`config.mk`:
```
export PLATFORM = sky130hd
export DESIGN_NAME = deadline_timer_unit
export DESIGN_NICKNAME = d
export VERILOG_FILES = /design/src/rtl/dtu_pkg.sv /design/src/rtl/dtu_thread_timer.sv /design/src/rtl/dtu_issue_ctrl.sv /design/src/rtl/deadline_timer_unit.sv
export SDC_FILE = /design/constraint.sdc
export NUM_CORES = 1
export LEC_CHECK = 0
export BUFFER_PORTS_ARGS = -buffer_cell sky130_fd_sc_hd__buf_2
export CAP_MARGIN = 20
export CORE_MARGIN = 8
export CORE_UTILIZATION = 55
export CTS_CLUSTER_DIAMETER = 200
export DETAILED_ROUTE_END_ITERATION = 10
export PLACE_DENSITY_LB_ADDON = 0.08
export SLEW_MARGIN = 20
export SYNTH_ARGS = -nofsm -noshare
export SYNTH_HDL_FRONTEND = slang
export SYNTH_HIERARCHICAL = 1
export SYNTH_SLANG_ARGS = --single-unit
```
`constraint.sdc`:
```
create_clock -name clk_i -period 12.1 [get_ports clk_i]
set_input_delay 3.025 -clock clk_i [delete_from_list [all_inputs] [get_ports clk_i]]
set_output_delay 3.025 -clock clk_i [all_outputs]
set_load 0.1 [all_outputs]
```
`src/rtl/dtu_pkg.sv`:
```
package dtu_pkg;
  typedef enum logic [1:0] {
    OP_PLAIN   = 2'd0,
    OP_DEAD    = 2'd1,
    OP_DEAD_BR = 2'd2,
    OP_RSVD    = 2'd3
  } dl_op_e;
endpackage

```
`src/rtl/dtu_thread_timer.sv`:
```
module dtu_thread_timer #(
  parameter int TIMER_W = 16
) (
  input  logic               clk_i,
  input  logic               rst_ni,
  input  logic               iter_i,
  input  logic               dead_op_i,
  input  logic               complete_i,
  input  logic               clr_miss_i,
  input  logic [TIMER_W-1:0] load_val_i,
  output logic [TIMER_W-1:0] timer_o,
  output logic               miss_o
);
  logic [TIMER_W-1:0] timer_q;
  logic               armed_q;
  logic               miss_q;

  always_ff @(posedge clk_i or negedge rst_ni) begin
    if (!rst_ni) begin
      timer_q <= '0;
      armed_q <= 1'b0;
      miss_q  <= 1'b0;
    end else if (iter_i) begin
      if (complete_i) begin
        timer_q <= load_val_i;
        armed_q <= |load_val_i;
      end else if (timer_q != '0) begin
        timer_q <= timer_q - 1'b1;
      end else if (armed_q && !dead_op_i) begin
        // budget overrun: expired while still running ordinary code
        miss_q  <= 1'b1;
        armed_q <= 1'b0;
      end
      if (clr_miss_i) miss_q <= 1'b0;
    end
  end

  assign timer_o = timer_q;
  assign miss_o  = miss_q;

  AST_SAT_ZERO: assert property (@(posedge clk_i) disable iff (!rst_ni)
    iter_i && !complete_i && timer_q == '0 |=> timer_q == '0);
  AST_DEC_ONE: assert property (@(posedge clk_i) disable iff (!rst_ni)
    iter_i && !complete_i && timer_q != '0 |=> timer_q == $past(timer_q) - 1'b1);
  AST_IDLE_HOLD: assert property (@(posedge clk_i) disable iff (!rst_ni)
    !iter_i |=> $stable(timer_q) && $stable(miss_q));
  AST_LOAD_BUDGET: assert property (@(posedge clk_i) disable iff (!rst_ni)
    iter_i && complete_i |=> timer_q == $past(load_val_i));
  AST_MISS_CLEARED: assert property (@(posedge clk_i) disable iff (!rst_ni)
    iter_i && clr_miss_i |=> !miss_q);
  AST_ZERO_NO_MISS: assert property (@(posedge clk_i) disable iff (!rst_ni)
    iter_i && complete_i && load_val_i == '0 && !miss_q |=> !miss_q);
endmodule

```
`src/rtl/dtu_issue_ctrl.sv`:
```
module dtu_issue_ctrl
  import dtu_pkg::*;
#(
  parameter int TIMER_W = 16,
  parameter int PC_W    = 32,
  parameter int PC_STEP = 4
) (
  input  logic               valid_i,
  input  logic [1:0]         op_i,
  input  logic [TIMER_W-1:0] timer_i,
  input  logic               miss_i,
  input  logic [PC_W-1:0]    pc_i,
  input  logic [PC_W-1:0]    handler_i,
  output logic               stall_o,
  output logic               exc_o,
  output logic [PC_W-1:0]    next_pc_o,
  output logic               dead_op_o,
  output logic               complete_o,
  output logic               clr_miss_o
);
  dl_op_e op;
  logic   take_exc;

  always_comb begin
    op         = dl_op_e'(op_i);
    dead_op_o  = valid_i && (op == OP_DEAD || op == OP_DEAD_BR);
    take_exc   = valid_i && op == OP_DEAD_BR && miss_i;
    stall_o    = dead_op_o && !take_exc && timer_i != '0;
    complete_o = dead_op_o && !stall_o;
    clr_miss_o = take_exc;
    exc_o      = take_exc;
    if (take_exc)     next_pc_o = handler_i;
    else if (stall_o) next_pc_o = pc_i;
    else              next_pc_o = pc_i + PC_W'(PC_STEP);
  end
endmodule

```
`src/rtl/deadline_timer_unit.sv`:
```
module deadline_timer_unit #(
  parameter int NUM_THREADS = 6,
  parameter int TIMER_W     = 16,
  parameter int PC_W        = 32,
  parameter int PC_STEP     = 4,
  localparam int TID_W      = (NUM_THREADS > 1) ? $clog2(NUM_THREADS) : 1
) (
  input  logic               clk_i,
  input  logic               rst_ni,
  input  logic               valid_i,
  input  logic [TID_W-1:0]   tid_i,
  input  logic [1:0]         op_i,
  input  logic [TIMER_W-1:0] budget_i,
  input  logic [PC_W-1:0]    pc_i,
  input  logic [PC_W-1:0]    handler_i,
  output logic               stall_o,
  output logic [PC_W-1:0]    next_pc_o,
  output logic               exc_o
);
  logic [TIMER_W-1:0] timer_w [NUM_THREADS];
  logic [NUM_THREADS-1:0] miss_w;
  logic [NUM_THREADS-1:0] iter_w;
  logic [TIMER_W-1:0] sel_timer;
  logic               sel_miss;
  logic               dead_op, complete, clr_miss;

  always_comb begin
    sel_timer = '0;
    sel_miss  = 1'b0;
    for (int t = 0; t < NUM_THREADS; t++) begin
      if (tid_i == TID_W'(t)) begin
        sel_timer = timer_w[t];
        sel_miss  = miss_w[t];
      end
    end
  end

  dtu_issue_ctrl #(
    .TIMER_W (TIMER_W),
    .PC_W    (PC_W),
    .PC_STEP (PC_STEP)
  ) ctrl_i (
    .valid_i    (valid_i),
    .op_i       (op_i),
    .timer_i    (sel_timer),
    .miss_i     (sel_miss),
    .pc_i       (pc_i),
    .handler_i  (handler_i),
    .stall_o    (stall_o),
    .exc_o      (exc_o),
    .next_pc_o  (next_pc_o),
    .dead_op_o  (dead_op),
    .complete_o (complete),
    .clr_miss_o (clr_miss)
  );

  for (genvar t = 0; t < NUM_THREADS; t++) begin : g_thr
    assign iter_w[t] = valid_i && (tid_i == TID_W'(t));
    dtu_thread_timer #(.TIMER_W(TIMER_W)) tmr_i (
      .clk_i      (clk_i),
      .rst_ni     (rst_ni),
      .iter_i     (iter_w[t]),
      .dead_op_i  (dead_op),
      .complete_i (complete),
      .clr_miss_i (clr_miss),
      .load_val_i (budget_i),
      .timer_o    (timer_w[t]),
      .miss_o     (miss_w[t])
    );
  end

  AST_TID_RANGE: assert property (@(posedge clk_i) disable iff (!rst_ni)
    valid_i |-> int'(tid_i) < NUM_THREADS);
  AST_ONE_ITER: assert property (@(posedge clk_i) disable iff (!rst_ni)
    $onehot0(iter_w));
  AST_STALL_HOLDS_PC: assert property (@(posedge clk_i) disable iff (!rst_ni)
    stall_o |-> next_pc_o == pc_i && !exc_o);
  AST_STALL_NEEDS_TIME: assert property (@(posedge clk_i) disable iff (!rst_ni)
    stall_o |-> sel_timer != '0);
  AST_EXC_TO_HANDLER: assert property (@(posedge clk_i) disable iff (!rst_ni)
    exc_o |-> !stall_o && next_pc_o == handler_i && sel_miss);
  AST_IDLE_QUIET: assert property (@(posedge clk_i) disable iff (!rst_ni)
    !valid_i |-> !stall_o && !exc_o);
endmodule

```
==> After elaboration in Yosys (flattened, before gate mapping) <==
Index checks and enable logic that the tools add are counted.
{ "word_totals": {"ff_bits": 108, "word_cells": 180} }
{ "op_classes": {"add_sub_neg": 7, "eq_ne": 20, "muxes": 68, "reduce_logical": 67} }
{ "op_table": {"columns": ["op", "count"], "rows": [
  ["$mux 16", 18],
  ["$reduce_bool 16->1", 7],
  ["$sub 16x1->16 const B", 6],
  ["$mux 32", 2],
  ["$mux 1", 48],
  ["$reduce_bool 2->1", 18],
  ["$add 32x3->32 const B", 1],
  ["$ne 2x2->1 const B", 13],
  ["$reduce_and 4->1", 6],
  ["$logic_and 1x1->1", 18],
  ["$reduce_and 3->1", 6],
  ["$reduce_or 16->1", 1],
  ["$reduce_and 2->1", 6],
  ["$eq 3x2->1 const B", 2],
  ["$eq 3x3->1 const B", 2],
  ["$eq 3x1->1 const B", 1],
  ["$logic_not 1->1", 3],
  ["$logic_not 3->1", 1],
  ["$eq 2x1->1 const B", 1],
  ["$eq 2x2->1 const B", 1],
  ["$logic_or 1x1->1", 1]
]} }

==> Longest topological paths before layout <==
{ "logic_depth": {"depth_word": 15, "depth_mapped": 18} }

==> Cells and area by module <==
Netlist, hierarchy kept.
{ "modules_own_cells": {"columns": ["module", "instances", "cells_each", "area_each_um2", "seq_area_each_um2"], "rows": [
  ["dtu_thread_timer at g_thr[0].tmr_i ...", 4, 141, 1234.9, 450.4],
  ["dtu_issue_ctrl", 1, 200, 1343.8, 0.0],
  ["dtu_thread_timer at g_thr[5].tmr_i", 1, 148, 1302.5, 450.4],
  ["dtu_thread_timer at g_thr[4].tmr_i", 1, 145, 1239.9, 450.4],
  ["deadline_timer_unit", 1, 129, 1008.5, 0.0]
]} }

==> Worst setup path before layout <==
OpenSTA, ideal clock, no wires.
{ "synth_timing": {"path_type": "input-to-output", "startpoint": "in tid_i[0]", "endpoint": "out next_pc_o[5]", "arrival_ns": 6.784, "t_required_ns": 9.075, "path_slack_ns": 2.291, "stages": 12, "n_path_buf": 4, "path_cell_list": "buf_6 > and3b_1 > buf_2 > buf_2 > nand2_1 > o221ai_1 > nor4_2 > nand4_2 > buf_2 > a21oi_1 > xnor2_1 > o21ai_0"} }
{ "synth_via": {"word_cells_on_any_way": 25} }
{ "synth_rtl": {"columns": ["item", "line", "rtl"], "rows": [
  ["from (decl)", "deadline_timer_unit.sv:11", "input logic [TID_W-1:0] tid_i,"],
  ["$logic_not 3->1", "deadline_timer_unit.sv:31", "if (tid_i == TID_W'(t)) begin"],
  ["$mux 16 (5 in series)", "deadline_timer_unit.sv:31", null],
  ["$mux 16 (*)", "deadline_timer_unit.sv:31", null],
  ["named net sel_timer[10]", "deadline_timer_unit.sv:23", "logic [TIMER_W-1:0] sel_timer;"],
  ["$reduce_bool 16->1 (*)", "dtu_issue_ctrl.sv:28", "stall_o = dead_op_o && !take_exc && timer_i != '0;"],
  ["$logic_and 1x1->1 (*)", "dtu_issue_ctrl.sv:28", null],
  ["$mux 32 (*)", "dtu_issue_ctrl.sv:33", "else if (stall_o) next_pc_o = pc_i;"],
  ["$mux 32 (*)", "dtu_issue_ctrl.sv:32", "if (take_exc) next_pc_o = handler_i;"],
  ["to (decl)", "deadline_timer_unit.sv:17", "output logic [PC_W-1:0] next_pc_o,"]
]} }
Mark *: on every way through the listed nets, which the timed path passes. The rest lies on a longest branch.

==> Worst setup path after layout <==
{ "layout_timing": {"startpoint": "in tid_i[1]", "endpoint": "out next_pc_o[31]"} }
{ "layout_via": {"elab_chain_len": 13, "word_cells_on_any_way": 25} }
{ "layout_lines": {"columns": ["item", "line", "rtl"], "rows": [
  ["$logic_not 3->1", "deadline_timer_unit.sv:31", null],
  ["$mux 1 (5 in series)", "deadline_timer_unit.sv:31", null],
  ["$mux 1 (*)", "deadline_timer_unit.sv:31", null],
  ["named net sel_miss", "deadline_timer_unit.sv:24", "logic sel_miss;"],
  ["$logic_and 1x1->1 (*)", "dtu_issue_ctrl.sv:27", "take_exc = valid_i && op == OP_DEAD_BR && miss_i;"],
  ["$logic_not 1->1", "dtu_issue_ctrl.sv:28", null],
  ["$logic_and 1x1->1 (2 in series)", "dtu_issue_ctrl.sv:28", null],
  ["$mux 32", "dtu_issue_ctrl.sv:33", null],
  ["$mux 32 (*)", "dtu_issue_ctrl.sv:32", null]
]} }
Marks and branches as above.

==> results.cfg <==
[status]
status = complete, no violations

[timing]
worstMarginPinSlew_ps = 943.3
min_period_ps = 9969
hold_violations = 0
rsz0062_at_grt = no
setup_ws_ps = 2131
fmax_mhz = 100.3
setup_viol_count_final = 0
period_share_pct = 82.39
setup_tns_ps = 0
maxSlewViolCount = 0
relSlewSlack_pct = 37.11
finClkSkew_ps = 13.31

[placement]
gp_congestion = 0.9567
portBuffers = 121
post-dp-hpwl_mm = 23.41
dp_cells = 1477
pre_cts_ws_ps = 2176

[synthesis]
mappedNetlistNets = 1282
synth.most_common_cell = nand2_1
ys_warn_count = 6
synthFlopType = dfrtp_1
synthesis.area_sq_mm = 0.009834
syn_inst = 1186
synth_top_area_share_pct = 27.48
ys_async_sr_fraction_pct = 100.0
synth_top_cell_by_area = dfrtp_1
synth_edf_count = 0
avgSynthCellArea_sq_um = 8.292
synth_seq_cells = 108
synthTopCellsByArea = dfrtp_1 (27%), nand2_1 (4.6%), mux2i_1 (4.0%), nor3_1 (3.7%), o21ai_0 (2.8%)
yosysUniqueCellTypes = 88
synthTopCellsByCount = nand2_1 (120), dfrtp_1 (108), nor3_1 (72), o21ai_0 (56), nor2_1 (54)
seq_area_frac_synth_pct = 27.48

[clocking]
cts_tree = built
cts_made_buffers = 9
htree_num_levels = 3
cts-resized-gates = 0
holdBufCountCts = 0
cts_sinks = 108
ctsRootBufferMaster = clkbuf_16
clk-insertion-delay-late_ps = 360
clockBufferDepth = 2
postCtsSetupBuffers = 0
clk_pin_slew_ps = 80

[setup_path]
crit_path_top_delay_cell = clkinv_1
crit_arrival_ps = 6940
path_max_fanout = 41
timing.rr.start = g_thr[5].tmr_i/timer_o[4]
path_cells = buf_2, nand2b_1, o221ai_1, nand3_1, clkinv_1, buf_4, nand2b_1, o31a_1, buf_2
path_class = in2out
critPathTopFamily = buffers and inverters
cp-start-kind = input port
slowest_delay_ps = 760
cp-end-kind = output pin
cp.buffers_inverters = 4
worstPathRequired_ps = 9070
startpoint = tid_i[1]

[routing]
route.detailed.drc = 0
first_pass_iters = 8
avgViaCountPerCell = 7.044
drtIter0Drc = 1431
wl_per_cell_um = 22.89
num_vias = 10520
routed_wl_mm = 34.17
detail-route-antenna-nets = 0

[pwr]
power_leakage_nw = 3.988
powerDensity_mw_per_mm2 = 124.6
ir_drop_v = 0.0001112

[layout]
fin_cells = 1493
syn_to_final_growth_pct = 10.18
diodes = 0
nNetsFinal = 1355
nFillCells = 1625
layout-drive-gt1-share_pct = 19.30
fin_util_pct = 60.94

[floorplanning]
die_w_um = 149.7
rows = 49
initial_core_util_pct = 55.31
coreArea_sq_mm = 0.01778
ioPinCount = 122
dieArea_sq_mm = 0.02242
die_h_um = 149.7

[global_routing]
track_usage_pct = 29.76
grt_max_degree = 72
grt_overflow = 0
grt_pass1_vias = 9531
antenna_found_initial = 0
grt_first_pass_wirelength_mm = 53.24

[min_path]
hp-class = reg2reg
worstHoldStart = g_thr[5].tmr_i/armed_q

[flow_run]
cap_violations = 0
worst reg2reg max path: cells and delay by family (launching register included):
kind | cells | cell delay [ps]
multiplexers | 1 | 380
flip-flops | 1 | 520
buffers and inverters | 4 | 1240
AND/OR/NAND/NOR | 6 | 2050
AO/OA/AOI/OAI | 2 | 450
state kept, by name, indices dropped and copies added (netlist names):
register	count
g_thr.tmr_i/miss_o	6
g_thr.tmr_i/timer_o	96
g_thr.tmr_i/armed_q	6
final timing paths:
kind / slack, ps / depth (start not counted) / end
max: 2130 / 9 / next_pc_o[31]
min: 510 / 1 / g_thr[5].tmr_i/armed_q
max reg2reg: 7350 / 13 / g_thr[2].tmr_i/timer_o[14]
min reg2reg: 510 / 1 / g_thr[5].tmr_i/armed_q
max in group asynchronous: 8130 / 2 / g_thr[3].tmr_i/timer_o[5]
min in group asynchronous: 2630 / 1 / g_thr[1].tmr_i/timer_o[9]
power by group:
part	switching (mW)	internal, mW	leakage [nW]
clock	0.155	0.206	0.173
sequential	0.127	0.424	1.24
combinational	0.271	0.167	2.58
total	0.553	0.797	3.99
layer usage:
| metal | vias to the layer above | GRT usage (%) | routed length (um) | share of wire, % |
|---|---|---|---|---|
| li1 | 4787 | - | - | - |
| met1 | 5078 | 41.40 | 14340 | 42 |
| met2 | 551 | 44.17 | 15300 | 45 |
| met3 | 101 | 6.985 | 3394 | 9.9 |
| met4 | 0 | 10.59 | 1133 | 3.3 |
| met5 | - | 0 | 0 | 0 |
placed cells by master, fill, tap and decap left out, types with 15 or more instances in the layout:
master and instances:
nor4_1 39, nor3_1 71, o21ai_1 24, nand3_1 46
dfrtp_1 108, nor2_1 53, mux2i_1 39, nand2_1 120
nand3b_1 19, and3_1 16, xnor2_1 22, o21a_1 18
o221ai_1 19, o21ai_0 56, buf_2 120, a22oi_1 23
nand4_1 22, a21oi_1 45, inv_1 53, a211oi_1 17
a311oi_1 15, nand2b_1 15
per-stage QoR:
step / total power, mW / hold WS, ps / area, sq um
floorplan: 0.8384 / 464.2 / 9834
global placement: 0.9723 / 483.8 / 10480
detailed placement: 0.9810 / 489.9 / 10480
CTS: 1.342 / 511.5 / 10840
global route: 1.415 / 533.1 / 10840
finish: 1.350 / 512.6 / 10840
kinds of logic after synthesis:
group / Yosys count / share of synthesized area [%]
buffers and inverters: 127 / 5.827
AND/OR/NAND/NOR: 556 / 35.43
adder cells (fa/ha/maj): 8 / 1.018
AO/OA/AOI/OAI: 326 / 24.31
flip-flops: 108 / 27.48
multiplexers: 39 / 3.969
XOR/XNOR: 22 / 1.959
final cells by class:
type	instances	area [sq um]	area share, %
multi-input cells	951	6585	60.77
flip-flops and latches	108	2703	24.94
repair buffers	133	698.2	6.443
well taps	229	286.5	2.644
clock buffers	9	225.2	2.079
inverters	56	210.2	1.940
clock inverters	7	127.6	1.178
Note: power is estimated with default switching activity, not from simulation.
